File: src/rtl/rst_stat_pkg.sv
package rst_stat_pkg;
  localparam int unsigned NUM_SRC   = 7;
  localparam int unsigned SRC_IDX_W = $clog2(NUM_SRC);

  // bit order of the source vector, lowest index = lowest priority
  localparam int unsigned SRC_IRQ     = 0;
  localparam int unsigned SRC_WDT_SLP = 1;
  localparam int unsigned SRC_WDT_RUN = 2;
  localparam int unsigned SRC_EXT_SLP = 3;
  localparam int unsigned SRC_EXT_RUN = 4;
  localparam int unsigned SRC_BOD     = 5;
  localparam int unsigned SRC_POR     = 6;

  typedef enum logic [3:0] {
    EV_NONE,
    EV_POR,
    EV_BOD,
    EV_EXT_RUN,
    EV_EXT_SLP,
    EV_WDT_RUN,
    EV_WDT_SLP,
    EV_IRQ,
    EV_SLEEP_OP,
    EV_CLRWDT_OP
  } ev_t;

  function automatic logic ev_is_reset(ev_t e);
    return (e == EV_POR) || (e == EV_BOD) || (e == EV_EXT_RUN) ||
           (e == EV_EXT_SLP) || (e == EV_WDT_RUN);
  endfunction

  function automatic logic ev_is_src(ev_t e);
    return ev_is_reset(e) || (e == EV_WDT_SLP) || (e == EV_IRQ);
  endfunction
endpackage

File: src/rtl/rst_cause_arb.sv
module rst_cause_arb
  import rst_stat_pkg::*;
(
  input  logic [NUM_SRC-1:0] src_i,
  input  logic               sleep_op_i,
  input  logic               clrwdt_op_i,
  output ev_t                ev_o
);
  logic [SRC_IDX_W-1:0] win;
  logic                 hit;

  // later (higher) index overrides lower
  always_comb begin
    win = '0;
    hit = 1'b0;
    for (int i = 0; i < NUM_SRC; i++) begin
      if (src_i[i]) begin
        win = SRC_IDX_W'(i);
        hit = 1'b1;
      end
    end
  end

  always_comb begin
    ev_o = EV_NONE;
    if (hit) begin
      case (int'(win))
        SRC_POR:     ev_o = EV_POR;
        SRC_BOD:     ev_o = EV_BOD;
        SRC_EXT_RUN: ev_o = EV_EXT_RUN;
        SRC_EXT_SLP: ev_o = EV_EXT_SLP;
        SRC_WDT_RUN: ev_o = EV_WDT_RUN;
        SRC_WDT_SLP: ev_o = EV_WDT_SLP;
        default:     ev_o = EV_IRQ;
      endcase
    end else if (clrwdt_op_i) begin
      ev_o = EV_CLRWDT_OP;
    end else if (sleep_op_i) begin
      ev_o = EV_SLEEP_OP;
    end
  end
endmodule

File: src/rtl/rst_flag_regs.sv
module rst_flag_regs
  import rst_stat_pkg::*;
#(
  parameter int unsigned BANK_W = 3
) (
  input  logic              clk_i,
  input  logic              rst_ni,
  input  ev_t               ev_i,
  input  logic              sw_wr_i,
  input  logic              sw_pof_i,
  input  logic              sw_bof_i,
  input  logic              bank_wr_i,
  input  logic [BANK_W-1:0] bank_d_i,
  output logic              tmo_o,
  output logic              pdn_o,
  output logic              pof_o,
  output logic              bof_o,
  output logic [BANK_W-1:0] bank_o
);
  logic              tmo_d, pdn_d, pof_d, bof_d;
  logic [BANK_W-1:0] bank_d;

  always_comb begin
    tmo_d  = tmo_o;
    pdn_d  = pdn_o;
    pof_d  = pof_o;
    bof_d  = bof_o;
    bank_d = bank_o;

    if (sw_wr_i && !ev_is_src(ev_i)) begin
      pof_d = sw_pof_i;
      bof_d = sw_bof_i;
    end
    if (bank_wr_i) bank_d = bank_d_i;
    if (ev_is_reset(ev_i)) bank_d = '0;

    case (ev_i)
      EV_POR:       begin tmo_d = 1'b1; pdn_d = 1'b1; pof_d = 1'b0; end
      EV_BOD:       begin tmo_d = 1'b1; pdn_d = 1'b1; bof_d = 1'b0; end
      EV_EXT_SLP:   begin tmo_d = 1'b1; pdn_d = 1'b0; end
      EV_WDT_RUN:   begin tmo_d = 1'b0; pdn_d = 1'b1; end
      EV_WDT_SLP:   begin tmo_d = 1'b0; pdn_d = 1'b0; end
      EV_IRQ:       begin tmo_d = 1'b1; pdn_d = 1'b0; end
      EV_SLEEP_OP:  begin tmo_d = 1'b1; pdn_d = 1'b0; end
      EV_CLRWDT_OP: begin tmo_d = 1'b1; pdn_d = 1'b1; end
      default: ;
    endcase
  end

  always_ff @(posedge clk_i or negedge rst_ni) begin
    if (!rst_ni) begin
      tmo_o  <= 1'b1;
      pdn_o  <= 1'b1;
      pof_o  <= 1'b0;
      bof_o  <= 1'b0;
      bank_o <= '0;
    end else begin
      tmo_o  <= tmo_d;
      pdn_o  <= pdn_d;
      pof_o  <= pof_d;
      bof_o  <= bof_d;
      bank_o <= bank_d;
    end
  end
endmodule

File: src/rtl/rst_vec_sel.sv
module rst_vec_sel
  import rst_stat_pkg::*;
#(
  parameter int unsigned  PC_W      = 13,
  parameter logic [PC_W-1:0] RESET_VEC = '0,
  parameter logic [PC_W-1:0] IRQ_VEC   = PC_W'(4)
) (
  input  logic            clk_i,
  input  logic            rst_ni,
  input  ev_t             ev_i,
  input  logic            gie_i,
  input  logic [PC_W-1:0] pc_i,
  output logic            vec_valid_o,
  output logic [PC_W-1:0] vec_o
);
  logic [PC_W-1:0] resume_pc;
  logic [PC_W-1:0] vec_d;

  assign resume_pc = pc_i + PC_W'(1);

  always_comb begin
    if (ev_is_reset(ev_i))       vec_d = RESET_VEC;
    else if (ev_i == EV_IRQ)     vec_d = gie_i ? IRQ_VEC : resume_pc;
    else if (ev_i == EV_WDT_SLP) vec_d = resume_pc;
    else                         vec_d = vec_o;
  end

  always_ff @(posedge clk_i or negedge rst_ni) begin
    if (!rst_ni) begin
      vec_valid_o <= 1'b0;
      vec_o       <= RESET_VEC;
    end else begin
      vec_valid_o <= ev_is_src(ev_i);
      vec_o       <= vec_d;
    end
  end
endmodule

File: src/rtl/rst_status_tracker.sv
module rst_status_tracker
  import rst_stat_pkg::*;
#(
  parameter int unsigned     PC_W      = 13,
  parameter int unsigned     BANK_W    = 3,
  parameter logic [PC_W-1:0] RESET_VEC = '0,
  parameter logic [PC_W-1:0] IRQ_VEC   = PC_W'(4)
) (
  input  logic              clk_i,
  input  logic              rst_ni,
  input  logic              por_evt_i,
  input  logic              bod_evt_i,
  input  logic              ext_run_evt_i,
  input  logic              ext_slp_evt_i,
  input  logic              wdt_run_evt_i,
  input  logic              wdt_slp_evt_i,
  input  logic              irq_wake_i,
  input  logic              gie_i,
  input  logic              sleep_op_i,
  input  logic              clrwdt_op_i,
  input  logic [PC_W-1:0]   pc_i,
  input  logic              sw_wr_i,
  input  logic              sw_pof_i,
  input  logic              sw_bof_i,
  input  logic              bank_wr_i,
  input  logic [BANK_W-1:0] bank_d_i,
  output logic              tmo_o,
  output logic              pdn_o,
  output logic              pof_o,
  output logic              bof_o,
  output logic [BANK_W-1:0] bank_o,
  output logic              vec_valid_o,
  output logic [PC_W-1:0]   vec_o
);
  logic [NUM_SRC-1:0] src;
  ev_t                ev;

  always_comb begin
    src              = '0;
    src[SRC_POR]     = por_evt_i;
    src[SRC_BOD]     = bod_evt_i;
    src[SRC_EXT_RUN] = ext_run_evt_i;
    src[SRC_EXT_SLP] = ext_slp_evt_i;
    src[SRC_WDT_RUN] = wdt_run_evt_i;
    src[SRC_WDT_SLP] = wdt_slp_evt_i;
    src[SRC_IRQ]     = irq_wake_i;
  end

  rst_cause_arb u_arb (
    .src_i       (src),
    .sleep_op_i  (sleep_op_i),
    .clrwdt_op_i (clrwdt_op_i),
    .ev_o        (ev)
  );

  rst_flag_regs #(.BANK_W(BANK_W)) u_flags (
    .clk_i     (clk_i),
    .rst_ni    (rst_ni),
    .ev_i      (ev),
    .sw_wr_i   (sw_wr_i),
    .sw_pof_i  (sw_pof_i),
    .sw_bof_i  (sw_bof_i),
    .bank_wr_i (bank_wr_i),
    .bank_d_i  (bank_d_i),
    .tmo_o     (tmo_o),
    .pdn_o     (pdn_o),
    .pof_o     (pof_o),
    .bof_o     (bof_o),
    .bank_o    (bank_o)
  );

  rst_vec_sel #(
    .PC_W      (PC_W),
    .RESET_VEC (RESET_VEC),
    .IRQ_VEC   (IRQ_VEC)
  ) u_vec (
    .clk_i       (clk_i),
    .rst_ni      (rst_ni),
    .ev_i        (ev),
    .gie_i       (gie_i),
    .pc_i        (pc_i),
    .vec_valid_o (vec_valid_o),
    .vec_o       (vec_o)
  );
endmodule

File: config.mk
export PLATFORM = sky130hd
export DESIGN_NAME = rst_status_tracker
export DESIGN_NICKNAME = d
export VERILOG_FILES = /design/src/rtl/rst_stat_pkg.sv /design/src/rtl/rst_cause_arb.sv /design/src/rtl/rst_flag_regs.sv /design/src/rtl/rst_vec_sel.sv /design/src/rtl/rst_status_tracker.sv
export SDC_FILE = /design/constraint.sdc
export NUM_CORES = 1
export LEC_CHECK = 0
export BUFFER_PORTS_ARGS = -buffer_cell sky130_fd_sc_hd__buf_2
export CAP_MARGIN = 20
export CORE_ASPECT_RATIO = 1.25
export CORE_UTILIZATION = 30
export DETAILED_ROUTE_END_ITERATION = 8
export PLACE_DENSITY_LB_ADDON = 0.12
export SLEW_MARGIN = 0
export SYNTH_ARGS = -nofsm -noshare
export SYNTH_HDL_FRONTEND = slang
export SYNTH_SLANG_ARGS = --single-unit
File: constraint.sdc
create_clock -name clk_i -period 1.1 [get_ports clk_i]
set_input_delay 0.165 -clock clk_i [delete_from_list [all_inputs] [get_ports clk_i]]
set_output_delay 0.165 -clock clk_i [all_outputs]
set_load 0.01 [all_outputs]
[Yosys cells after proc, flatten, opt, wreduce, memory -nomap -nowiden]
Cells that the tools add are included.
Word-level totals
  flip-flop bits (word level): 21
  input port bits: 32
  word-level logic and storage cells: 70
Operators by class
  $add $sub $neg: 1
  equal/unequal tests: 15
  multiplexer cells: 29
  reductions and logical operators: 18
Operator list (count)
  2-to-1 mux 13 bit: 4
  one-hot mux 3 bit (6 select lines): 1
  == test 4 x 3 -> 1 bit, second input constant: 4
  2-to-1 mux 3 bit: 5
  adder 13 x 1 -> 13 bit, second input constant: 1
  2-to-1 mux 1 bit: 12
  2-to-1 mux 4 bit: 3
  nonzero test 2 bit: 5
  == test 3 bit, second input constant: 3
  == test 4 x 2 -> 1 bit, second input constant: 2
  == test 4 bit, second input constant: 2
  OR reduction 4 bit: 2
  == test 3 x 2 -> 1 bit, second input constant: 2
  logical OR 1 bit: 6
  OR reduction 6 bit: 1
  == test 4 x 1 -> 1 bit, second input constant: 1
  2-to-1 mux 2 bit: 2
  one-hot mux 1 bit (2 select lines): 2
  == test 3 x 1 -> 1 bit, second input constant: 1
  nonzero test 3 bit: 1
  OR reduction 2 bit: 1
  logical AND 1 bit: 1
  zero test 1 bit: 1

[Depth between registers and ports, before layout]
Gate-level depths: netlist of the first run.
  depth after elaboration: 20
  mapped depth: 7
  mapped depth without buffers: 6

[Hierarchy]
Synthesis of the first run repeated with hierarchy kept, for this count alone.
Second synthesis, totals
  cell total of the unflattened synthesis: 135
  area, all modules: 1253.7 um2
By module, submodules not included
  rst_vec_sel: times used 1, cells each 80, area an instance 742.0 um2, seq. area each 350.3 um2
  rst_flag_regs: times used 1, cells each 41, area an instance 426.7 um2, seq. area each 177.7 um2
  rst_cause_arb: times used 1, cells each 14, area an instance 85.1 um2, seq. area each 0.0 um2

[Worst setup path before layout of the first run]
OpenSTA, ideal clock, no wires.
  path type: input-to-reg
  from: input irq_wake_i
  to: register u_flags.pdn_o
  library setup time: 84 ps
  arrival: 1611 ps
  required time: 1016 ps
  path slack: -595 ps
  cell stages on the path: 6
  cell sequence: or4_1 > buf_2 > nor3b_2 > a211oi_1 > or2_1 > a311o_1
On the way
  word-level cells in the longest chain between the ends: 11
  elaborated cells on any way between the ends: 20
  classes of those cells: eq/ne (8); mux (9); reduce/logical (3)
RTL lines
  start: declaration: RTL line rst_status_tracker.sv:17  | input logic irq_wake_i,
  2-to-1 mux 1 bit * (7 in a row): RTL line rst_cause_arb.sv:17  | if (src_i[i]) begin
  2-to-1 mux 4 bit *: RTL line rst_cause_arb.sv:26  | if (hit) begin
  == test 4 bit, or another cell as far along: RTL line rst_flag_regs.sv:37  | case (ev_i)
  OR reduction 4 bit (no line)
  one-hot mux 1 bit (2 select lines) or nonzero test 2 bit (tied branches)
  end signal: assignment: RTL line rst_flag_regs.sv:59  | pdn_o <= pdn_d;
  end: declaration: RTL line rst_flag_regs.sv:15  | output logic pdn_o,
Every way passes the cells marked *; elsewhere a longest branch is shown, timed or not.
A chain may end at the register's enable or synchronous reset.

[Final worst setup path of the first run]
Ends and elaborated chain as after synthesis.

==> results of run 1 <==
## area by class of cell
cell class                      instances  area [um2]
Fill cell                             331        1629
Timing Repair Buffer                   87       590.6
Tap cell                               39       48.80
Multi-Input combinational cell         96       713.2
Sequential cell                        21       528.0
Clock buffer                            4       45.04
Inverter                                5       18.77
## worst min-delay path by stage
stage | startpoint | to | cells after the start
floorplan | rst_ni | u_flags.bank_o[0] | 0
global placement | rst_ni | u_vec.vec_o[8] | 1
detailed placement | rst_ni | u_vec.vec_o[6] | 1
CTS | bank_d_i[1] | u_flags.bank_o[1] | 3
global route | sw_pof_i | u_flags.pof_o | 3
finish | bank_d_i[1] | u_flags.bank_o[1] | 3
## registers in the layout, indices dropped and copies added, names as in the netlist
register and flops:
u_flags.bof_o 1, u_flags.tmo_o 1, u_vec.vec_valid_o 1, u_vec.vec_o 13
u_flags.bank_o 3, u_flags.pof_o 1, u_flags.pdn_o 1
## cell usage after synthesis, drive strengths merged
master	n	area, um2
or4	1	7.510
o2111ai	1	8.760
o21ai	10	50.05
dfstp	2	52.55
nand2b	1	6.260
nor3b	1	12.51
o21bai	1	7.510
nand3b	1	7.510
a21oi	5	25.02
and3	3	18.77
mux2	1	11.26
or3	1	6.260
nand4b	1	8.760
xnor2	4	35.03
a21o	1	7.510
nand2	19	71.32
nand3	8	40.04
a2bb2oi	1	8.760
inv	5	18.77
o31a	1	8.760
o31ai	2	15.01
dfrtp	19	475.5
mux2i	3	30.03
or2	2	12.52
buf	3	13.76
a311o	1	10.01
a211oi	2	15.01
xor2	7	61.31
a211o	1	8.760
a221oi	1	26.28
ha	1	12.51
nor2	15	63.81
## where the power goes
part | switching (W) | internal (W) | leakage, nW
combinational | 0.000153 | 0.000178 | 0.667
sequential | 0.00000438 | 0.000781 | 0.281
clock | 0.000233 | 0.000257 | 0.0228
## cells by family (layout without fill, tap and decap cells)
group                    Yosys count  in the layout  share of synthesized area
adder cells (fa/ha/maj)            1              1                    0.01081
AO/OA/AOI/OAI                     27             27                     0.1654
XOR/XNOR                          11             11                    0.08324
flip-flops                        21             21                     0.4562
buffers and inverters              8             96                    0.02811
multiplexers                       4              4                    0.03568
AND/OR/NAND/NOR                   53             53                     0.2206
## per-layer routing
layer | GRT usage | vias to the layer above | share of wire
li1 | - | 612 | -
met1 | 0.1795 | 566 | 0.38
met2 | 0.3243 | 33 | 0.56
met3 | 0.01625 | 4 | 0.044
met4 | 0.06775 | 0 | 0.014
met5 | 0 | - | 0
## through the flow
| stage | util | instance area (um2) |
|---|---|---|
| floorplan | - | 1170 |
| global placement | 0.4748 | 1697 |
| detailed placement | 0.4748 | 1697 |
| CTS | 0.5249 | 1876 |
| global route | 0.5441 | 1944 |
| finish | 0.5441 | 1944 |
## worst min-delay path: stages
cell and delay [ns]:
buf_2 0.07, mux2i_1 0.05, nor2_1 0.08
## what timing repair did
action | in CTS | in global routing
pin swaps | 5 | 3
hold buffers | 1 | 0
setup buffers | 2 | 2
resized for setup | 28 | 16
endpoints found under the setup margin | 17 | 20
endpoints found under the hold margin | 19 | 0
==> impl_metrics.py, run 1 <==
metrics = {
    "cts": {
        "cts_sinks": 21,
        "tritoncts": "built",
        "ctsLongestPathBuffers": 2,
        "cts_htree_levels": 1,
        "cts_buffers": 3,
        "root_buffer": "clkbuf_8",
        "clkLatencyLatePin_ns": 0.25,
        "path_clk_slew_ns": 0.07,
    },
    "place": {
        "dpl.hpwl_um": 2566,
        "post-place-ws_ns": -0.5731,
        "gp_congestion": 0.8395,
        "portBuffers": 52,
        "placed_cells": 245,
    },
    "status": {
        "violations": "design-rule violations, negative setup slack",
        "status": "finished, violations left",
    },
    "detailed_routing": {
        "drc": 4,
        "drtIter0Drc": 36,
        "vias_per_cell": 4.821,
        "drt_pass1_iterations": 6,
        "detail-route-antenna-nets": 0,
        "wl_per_cell_um": 12.71,
        "drt-total-wl_um": 3202,
        "num_vias": 1215,
    },
    "timing": {
        "fmax_mhz": 712.3,
        "rsz0062_at_grt": "yes",
        "relSlewSlack": 0.6810,
        "worst_hold_slack_ns": 0.1500,
        "period_needed_ns": 1.404,
        "fin_crit_sh": 1.276,
        "final.setup.worst_slack_ns": -0.3040,
        "drv_slew": 0,
        "fin_worst_skew_ns": 0,
        "fin_tns_setup_ns": -2.644,
        "tightest_slew_ns": 0.4786,
        "hold_viol_final": 0,
        "setup_viol_count_final": 17,
    },
    "worst_setup_path": {
        "critPathMaxStageDelay_ns": 0.58,
        "rrSetupSlack_ns": 0.32,
        "cp_max_fo": 5,
        "crit_arrival_ns": 1.59,
        "cp_num_cells": 6,
        "cp.required_ns": 1.28,
        "path_class": "in2reg",
        "path_cells": "buf_6 -> or4_4 -> nor3b_2 -> a211oi_1 -> or2_1 -> a311o_1",
        "r2r_start": "u_flags.pdn_o",
        "reg2reg_to": "u_flags.pdn_o",
        "worst_r2r_path_depth": 1,
        "crit_path_start_kind": "input pin",
        "timing.critical_path.buf_inv": 1,
        "cp-endpoint": "u_flags.pdn_o",
        "crit_family": "simple AND/OR/NAND/NOR gates",
        "startpoint": "irq_wake_i",
        "crit_slowest_cell": "or4_4",
        "cp-end-kind": "register",
    },
    "floorplanning": {
        "boundaryPins": 53,
        "die_w_um": 57.56,
        "core-area_um2": 3573,
        "initial_core_util": 0.3239,
        "die_h_um": 71.45,
        "rows": 24,
        "die-area_um2": 4112,
    },
    "global_routing": {
        "grtUsageTotal": 0.1669,
        "grt_pass1_vias": 1324,
        "grt_pass1_wl_um": 5388,
        "grt_max_degree": 22,
        "antenna_found_initial": 0,
        "overflow": 0,
    },
    "pwr": {
        "ir_drop_mv": 0.4368,
        "power.density_nw_per_um2": 826.2,
        "p_total_w": 0.001606,
        "p_leak_nw": 0.9706,
    },
    "final_layout": {
        "fin_cells": 252,
        "layout-drive-gt1-share": 0.5728,
        "area_delta_synth_final_pct": 68.00,
        "nets": 247,
        "final_cell_mix": "47 x buf_2, 26 x buf_4, 19 x dfrtp_1, 15 x nand2_1",
        "diodes": 0,
        "layout_commonest_cell": "buf_2",
    },
    "logic_synthesis": {
        "synth_fp_nets": 158,
        "yosysSeqAreaShare": 0.4562,
        "syn_avg_cell_area_um2": 9.259,
        "synth_cells": 125,
        "netlist_area_um2": 1157,
        "synth.distinct_cells": 35,
        "synth-seq-cells": 21,
        "ys_warn_count": 0,
    },
    "run": {
        "cap_viol_max_count": 0,
    },
    "min_path": {
        "hold_class": "in2reg",
    },
}
No activity file was read; power rests on OpenSTA's default activity.
==> run 2: changes to the inputs <==
--- a/config.mk
+++ b/config.mk
@@ -7,7 +7,7 @@
 export LEC_CHECK = 0
 export BUFFER_PORTS_ARGS = -buffer_cell sky130_fd_sc_hd__buf_2
 export CAP_MARGIN = 20
-export CORE_ASPECT_RATIO = 1.25
+export CORE_ASPECT_RATIO = 0.7
 export CORE_UTILIZATION = 30
 export DETAILED_ROUTE_END_ITERATION = 8
 export PLACE_DENSITY_LB_ADDON = 0.12
==> run 2 against run 1 <==
Against the previous run: the run ends with negative setup slack left; critical path depth unchanged; clock skew unchanged; setup slack better by 0.0011 ns; wire length up 4.8%; hold slack improved by 0.018 ns; core utilization grew 0.52 points; sequential cell count did not move; first-iteration DRC count fell by 42%; clock-buffer cell count is the same; die area hardly changed; clock power decreased by 0.8%; critical path type unchanged; critical endpoint unchanged; largest power group unchanged.
==> impl_metrics.py, run 2 (synthesis results as in run 1) <==
metrics = {
    "status": {
        "status": "finished, violations left",
        "violations": "negative setup slack",
    },
    "global_routing": {
        "grtUsageTotal": 0.1702,
        "met3_usage": 0.04576,
        "grt_pass1_wl_um": 5264,
        "grt_max_degree": 22,
        "busiest_layer": "met2",
        "grt_pass1_vias": 1190,
        "overflow": 0,
        "met1_usage": 0.2192,
        "grt_use_met2": 0.2943,
        "antenna_found_initial": 0,
    },
    "floorplanning": {
        "boundaryPins": 53,
        "rows": 18,
        "initial_core_util": 0.3212,
        "die_h_um": 53.97,
        "die_w_um": 76.24,
        "core-area_um2": 3603,
        "die-area_um2": 4114,
    },
    "timing": {
        "hold_viol_final": 0,
        "rsz0062_at_grt": "yes",
        "setup_viol_count_final": 17,
        "worst_hold_slack_ns": 0.1675,
        "fmax_mhz": 712.8,
        "period_needed_ns": 1.403,
        "fin_worst_skew_ns": 0,
        "drv_slew": 0,
        "relSlewSlack": 0.6858,
        "final.setup.worst_slack_ns": -0.3028,
        "fin_crit_sh": 1.275,
        "tightest_slew_ns": 0.4714,
    },
    "cts": {
        "cts_sinks": 21,
        "root_buffer": "clkbuf_8",
        "cts_buffers": 3,
        "cts_htree_levels": 1,
        "tritoncts": "built",
        "clkLatencyLatePin_ns": 0.25,
        "path_clk_slew_ns": 0.08,
        "ctsLongestPathBuffers": 2,
    },
    "final_layout": {
        "largest_register_ffs": 13,
        "nets": 251,
        "diodes": 0,
        "final_cell_mix": "47 x buf_2, 32 x buf_4, 19 x dfrtp_1, 16 x nand2_1, 14 x nor2_1",
        "layout_commonest_cell": "buf_2",
        "finish.utilization": 0.5493,
        "num-fill-cells": 353,
        "area_delta_synth_final_pct": 71.03,
        "regMostFlops": "u_vec.vec_o",
        "layout-drive-gt1-share": 0.5806,
        "reg_top3": "u_vec.vec_o x13, u_flags.bank_o x3",
    },
    "detailed_routing": {
        "detail-route-antenna-nets": 0,
        "drc": 0,
        "vias_per_cell": 4.625,
        "wl_per_cell_um": 12.57,
        "drt_pass1_iterations": 4,
        "drtIter0Drc": 21,
        "drt-total-wl_um": 3356,
        "num_vias": 1235,
    },
    "worst_setup_path": {
        "crit_arrival_ns": 1.59,
        "rrSetupSlack_ns": 0.27,
        "worst_r2r_path_depth": 3,
        "cp.required_ns": 1.29,
        "path_class": "in2reg",
        "cp_max_fo": 6,
        "cp-end-kind": "register",
        "crit_path_start_kind": "input pin",
    },
    "pwr": {
        "p_leak_nw": 0.9893,
        "ir_drop_mv": 0.5827,
        "p_int_w": 0.001222,
        "power_switching_share": 0.2435,
        "clkPwrFrac": 0.301,
        "p_comb_frac": 0.213,
        "pwr-share-seq": 0.486,
        "power.switching_w": 0.0003933,
        "power.density_nw_per_um2": 815.9,
    },
    "place": {
        "dpl.hpwl_um": 2604,
        "portBuffers": 52,
        "gp_congestion": 0.8537,
    },
    "run": {
        "cap_viol_max_count": 0,
    },
    "min_path": {
        "hold_class": "in2reg",
        "holdPathStages": 3,
    },
}
[run 2: what timing repair did]
action | 4_1_cts | 5_1_grt
hold buffers | 1 | 0
cloned | 1 | 0
hold endpoints to repair | 19 | 0
pin swaps | 3 | 5
setup buffers | 4 | 4
endpoints found under the setup margin | 17 | 20
resized for setup | 25 | 19
[run 2: area by class of cell]
type,count,area [um2],share of cell area
tap,50,62.56,0.03161
inverter,5,18.77,0.009482
timing repair buffer,91,609.3,0.3078
clock buffer,4,45.04,0.02276
sequential,21,528.0,0.2668
multi-input combinational,96,715.7,0.3616
[run 2: per-stage QoR]
| stage | total power (W) | TNS [ns] | instances | worst slack [ns] | area [um2] |
|---|---|---|---|---|---|
| after global routing | 0.001706 | -3.788 | 267 | -0.3370 | 1979 |
| after CTS | 0.001616 | -2.949 | 265 | -0.3028 | 1892 |
| after detailed placement | 0.001094 | -8.937 | 256 | -0.5942 | 1710 |
| final | 0.001615 | -3.071 | 267 | -0.3028 | 1979 |
| after global placement | 0.001086 | -8.736 | 256 | -0.5637 | 1710 |
| after floorplan | 0.0009000 | -6.304 | 125 | -0.4866 | 1170 |
[run 2: power groups by stage]
stage                     combinational, W  sequential (W)  clock [W]
final                             0.000343        0.000785   0.000487
after global routing              0.000376        0.000785   0.000545
after CTS                         0.000328        0.000784   0.000504
after global placement            0.000288        0.000798          0
after floorplan                  0.0000977        0.000802          0
after detailed placement          0.000296        0.000799          0
[run 2: worst paths after layout]
path | startpoint | to
worst max-delay path | irq_wake_i | u_flags.pdn_o
worst min-delay path | bank_d_i[2] | u_flags.bank_o[2]
worst max register to register | u_flags.tmo_o | u_flags.tmo_o
worst min register to register | u_vec.vec_o[9] | u_vec.vec_o[9]
max in group asynchronous | rst_ni | u_flags.tmo_o
min in group asynchronous | rst_ni | u_vec.vec_o[6]
[run 2: metal layers]
layer | vias up | part of all wire
met5 | - | 0
met4 | 0 | 0.0036
met3 | 2 | 0.046
met2 | 31 | 0.48
met1 | 582 | 0.47
li1 | 620 | -
[run 2: worst max-delay path, stage by stage]
cell and delay (ns):
buf_6 0.09, or4_4 0.59, nor3b_2 0.17, a211oi_1 0.05, or2_1 0.25, a311o_1 0.26
==> run 3: changes to the inputs <==
--- a/config.mk
+++ b/config.mk
@@ -11,7 +11,8 @@
 export CORE_UTILIZATION = 30
 export DETAILED_ROUTE_END_ITERATION = 8
 export PLACE_DENSITY_LB_ADDON = 0.12
-export SLEW_MARGIN = 0
+export RECOVER_POWER = 25
+export SLEW_MARGIN = 20
 export SYNTH_ARGS = -nofsm -noshare
 export SYNTH_HDL_FRONTEND = slang
 export SYNTH_SLANG_ARGS = --single-unit
==> run 3 against run 2 <==
Against the previous run: the run still ends with negative setup slack left; wire length is essentially flat; global-route usage did not move; via count did not move; clock skew is the same; final cell count unchanged; critical path type unchanged; largest cell class unchanged.
==> impl_metrics.py, run 3 (synthesis results as in run 1) <==
metrics = {
    "floorplanning": {
        "initial_core_util": 0.3212,
        "boundaryPins": 53,
        "die_h_um": 53.97,
        "rows": 18,
        "die-area_um2": 4114,
        "die_w_um": 76.24,
        "core-area_um2": 3603,
    },
    "final_layout": {
        "nets": 251,
        "reg_top3": "u_vec.vec_o x13, u_flags.bank_o x3",
        "diodes": 0,
        "multi_input_area_um2": 715.7,
        "area_delta_synth_final_pct": 71.03,
        "layout_commonest_cell": "buf_2",
        "final_cell_mix": "46 x buf_2, 32 x buf_4, 19 x dfrtp_1, 16 x nand2_1, 14 x nor2_1",
        "largest_register_ffs": 13,
        "regMostFlops": "u_vec.vec_o",
        "num-fill-cells": 353,
        "layout-drive-gt1-share": 0.5806,
        "regArea_um2": 528.0,
        "fin_cells": 267,
    },
    "place": {
        "gp_congestion": 0.8537,
        "placed_cells": 256,
        "dpl.hpwl_um": 2604,
        "portBuffers": 52,
    },
    "timing": {
        "tightest_slew_ns": 0.5241,
        "period_needed_ns": 1.403,
        "setup_viol_count_final": 17,
        "fmax_mhz": 712.8,
        "drv_slew": 0,
        "hold_viol_final": 0,
        "fin_tns_setup_ns": -3.071,
        "fin_crit_sh": 1.275,
        "fin_worst_skew_ns": 0,
        "relSlewSlack": 0.6506,
        "final.setup.worst_slack_ns": -0.3028,
        "rsz0062_at_grt": "yes",
    },
    "worst_setup_path": {
        "r2r_start": "u_flags.tmo_o",
        "cp-endpoint": "u_flags.pdn_o",
        "crit_path_start_kind": "input pin",
        "cp_max_fo": 6,
        "path_class": "in2reg",
        "rrSetupSlack_ns": 0.27,
        "cp.required_ns": 1.29,
        "cp-end-kind": "register",
        "crit_arrival_ns": 1.59,
        "reg2reg_to": "u_flags.tmo_o",
        "startpoint": "irq_wake_i",
        "worst_r2r_path_depth": 3,
    },
    "detailed_routing": {
        "drt_pass1_iterations": 4,
        "m1WireLength_um": 1584,
        "drtIter0Drc": 21,
        "wl_met2_um": 1605,
        "dr_wl_met3_um": 153,
        "num_vias": 1235,
        "drc": 0,
        "wl_per_cell_um": 12.57,
        "vias_per_cell": 4.625,
        "detail-route-antenna-nets": 0,
        "top_layer_used": "met4",
        "drt-total-wl_um": 3355,
    },
    "cts": {
        "clkLatencyLatePin_ns": 0.25,
        "path_clk_slew_ns": 0.08,
        "ctsLongestPathBuffers": 2,
        "cts_buffers": 3,
        "tritoncts": "built",
        "root_buffer": "clkbuf_8",
        "cts_sinks": 21,
        "cts_htree_levels": 1,
    },
    "pwr": {
        "p_leak_nw": 0.9895,
        "ir_drop_mv": 0.5827,
        "power.density_nw_per_um2": 815.9,
    },
    "run": {
        "cap_viol_max_count": 0,
    },
    "status": {
        "status": "finished, violations left",
        "violations": "negative setup slack",
    },
    "global_routing": {
        "grt_max_degree": 22,
        "grt_pass1_wl_um": 5264,
        "antenna_found_initial": 0,
        "grt_pass1_vias": 1190,
        "grtUsageTotal": 0.1702,
        "overflow": 0,
    },
    "min_path": {
        "hold_class": "in2reg",
    },
}
-- run 3: cell types whose count changed in the layout (fill, tap and decap cells not counted), sizes merged --
cell / previous run / this run
buf: 90 / 89
clkbuf: 4 / 5
-- run 3: critical path: stages --
cell	delay, ns
buf_6	0.09
or4_4	0.59
nor3b_2	0.17
a211oi_1	0.05
or2_1	0.25
a311o_1	0.26
-- run 3: worst min-delay path by stage --
stage / start / endpoint / slack (ns) / depth (start not counted)
4_1_cts: bank_d_i[2] / u_flags.bank_o[2] / 0.17 / 3
3_5_place_dp: rst_ni / u_vec.vec_o[9] / 0.15 / 1
6_report: bank_d_i[2] / u_flags.bank_o[2] / 0.17 / 3
5_1_grt: sw_bof_i / u_flags.bof_o / 0.16 / 3
3_3_place_gp: rst_ni / u_vec.vec_o[10] / 0.15 / 1
2_1_floorplan: rst_ni / u_flags.bank_o[0] / -0.13 / 0
-- run 3: repair_timing --
item,in CTS,in global routing
hold buffers,1,0
buffers inserted,4,4
setup endpoints to repair,17,20
hold endpoints to repair,19,0
resized for setup,25,19
cloned,1,0
pin swaps,3,5
-- run 3: area by class of cell --
class,count,share of cell area
Multi-Input combinational cell,96,0.3616
Timing Repair Buffer,91,0.3078
Sequential cell,21,0.2668
Tap cell,50,0.03161
Clock buffer,4,0.02276
Inverter,5,0.009482
-- run 3: through the flow --
stage | hold slack (ns) | total power [W] | util | area [um2] | setup slack (ns)
2_1_floorplan | -0.1306 | 0.0009000 | - | 1170 | -0.4866
3_3_place_gp | 0.1489 | 0.001086 | 0.4747 | 1710 | -0.5637
3_5_place_dp | 0.1488 | 0.001094 | 0.4747 | 1710 | -0.5942
4_1_cts | 0.1657 | 0.001616 | 0.5250 | 1892 | -0.3028
5_1_grt | 0.1607 | 0.001706 | 0.5493 | 1979 | -0.3370
6_report | 0.1675 | 0.001615 | 0.5493 | 1979 | -0.3028
-- run 3: power by group --
part / leakage [nW] / total (W) / switching [W] / internal (W)
Combinational: 0.686 / 0.000343 / 0.000160 / 0.000184
Sequential: 0.281 / 0.000785 / 0.00000411 / 0.000781
Clock: 0.0228 / 0.000487 / 0.000230 / 0.000257
-- run 3: layer usage --
| metal | GRT usage | vias up |
|---|---|---|
| met5 | 0 | - |
| met4 | 0.03205 | 0 |
| met3 | 0.04576 | 2 |
| met2 | 0.2943 | 31 |
| met1 | 0.2192 | 582 |
| li1 | - | 620 |
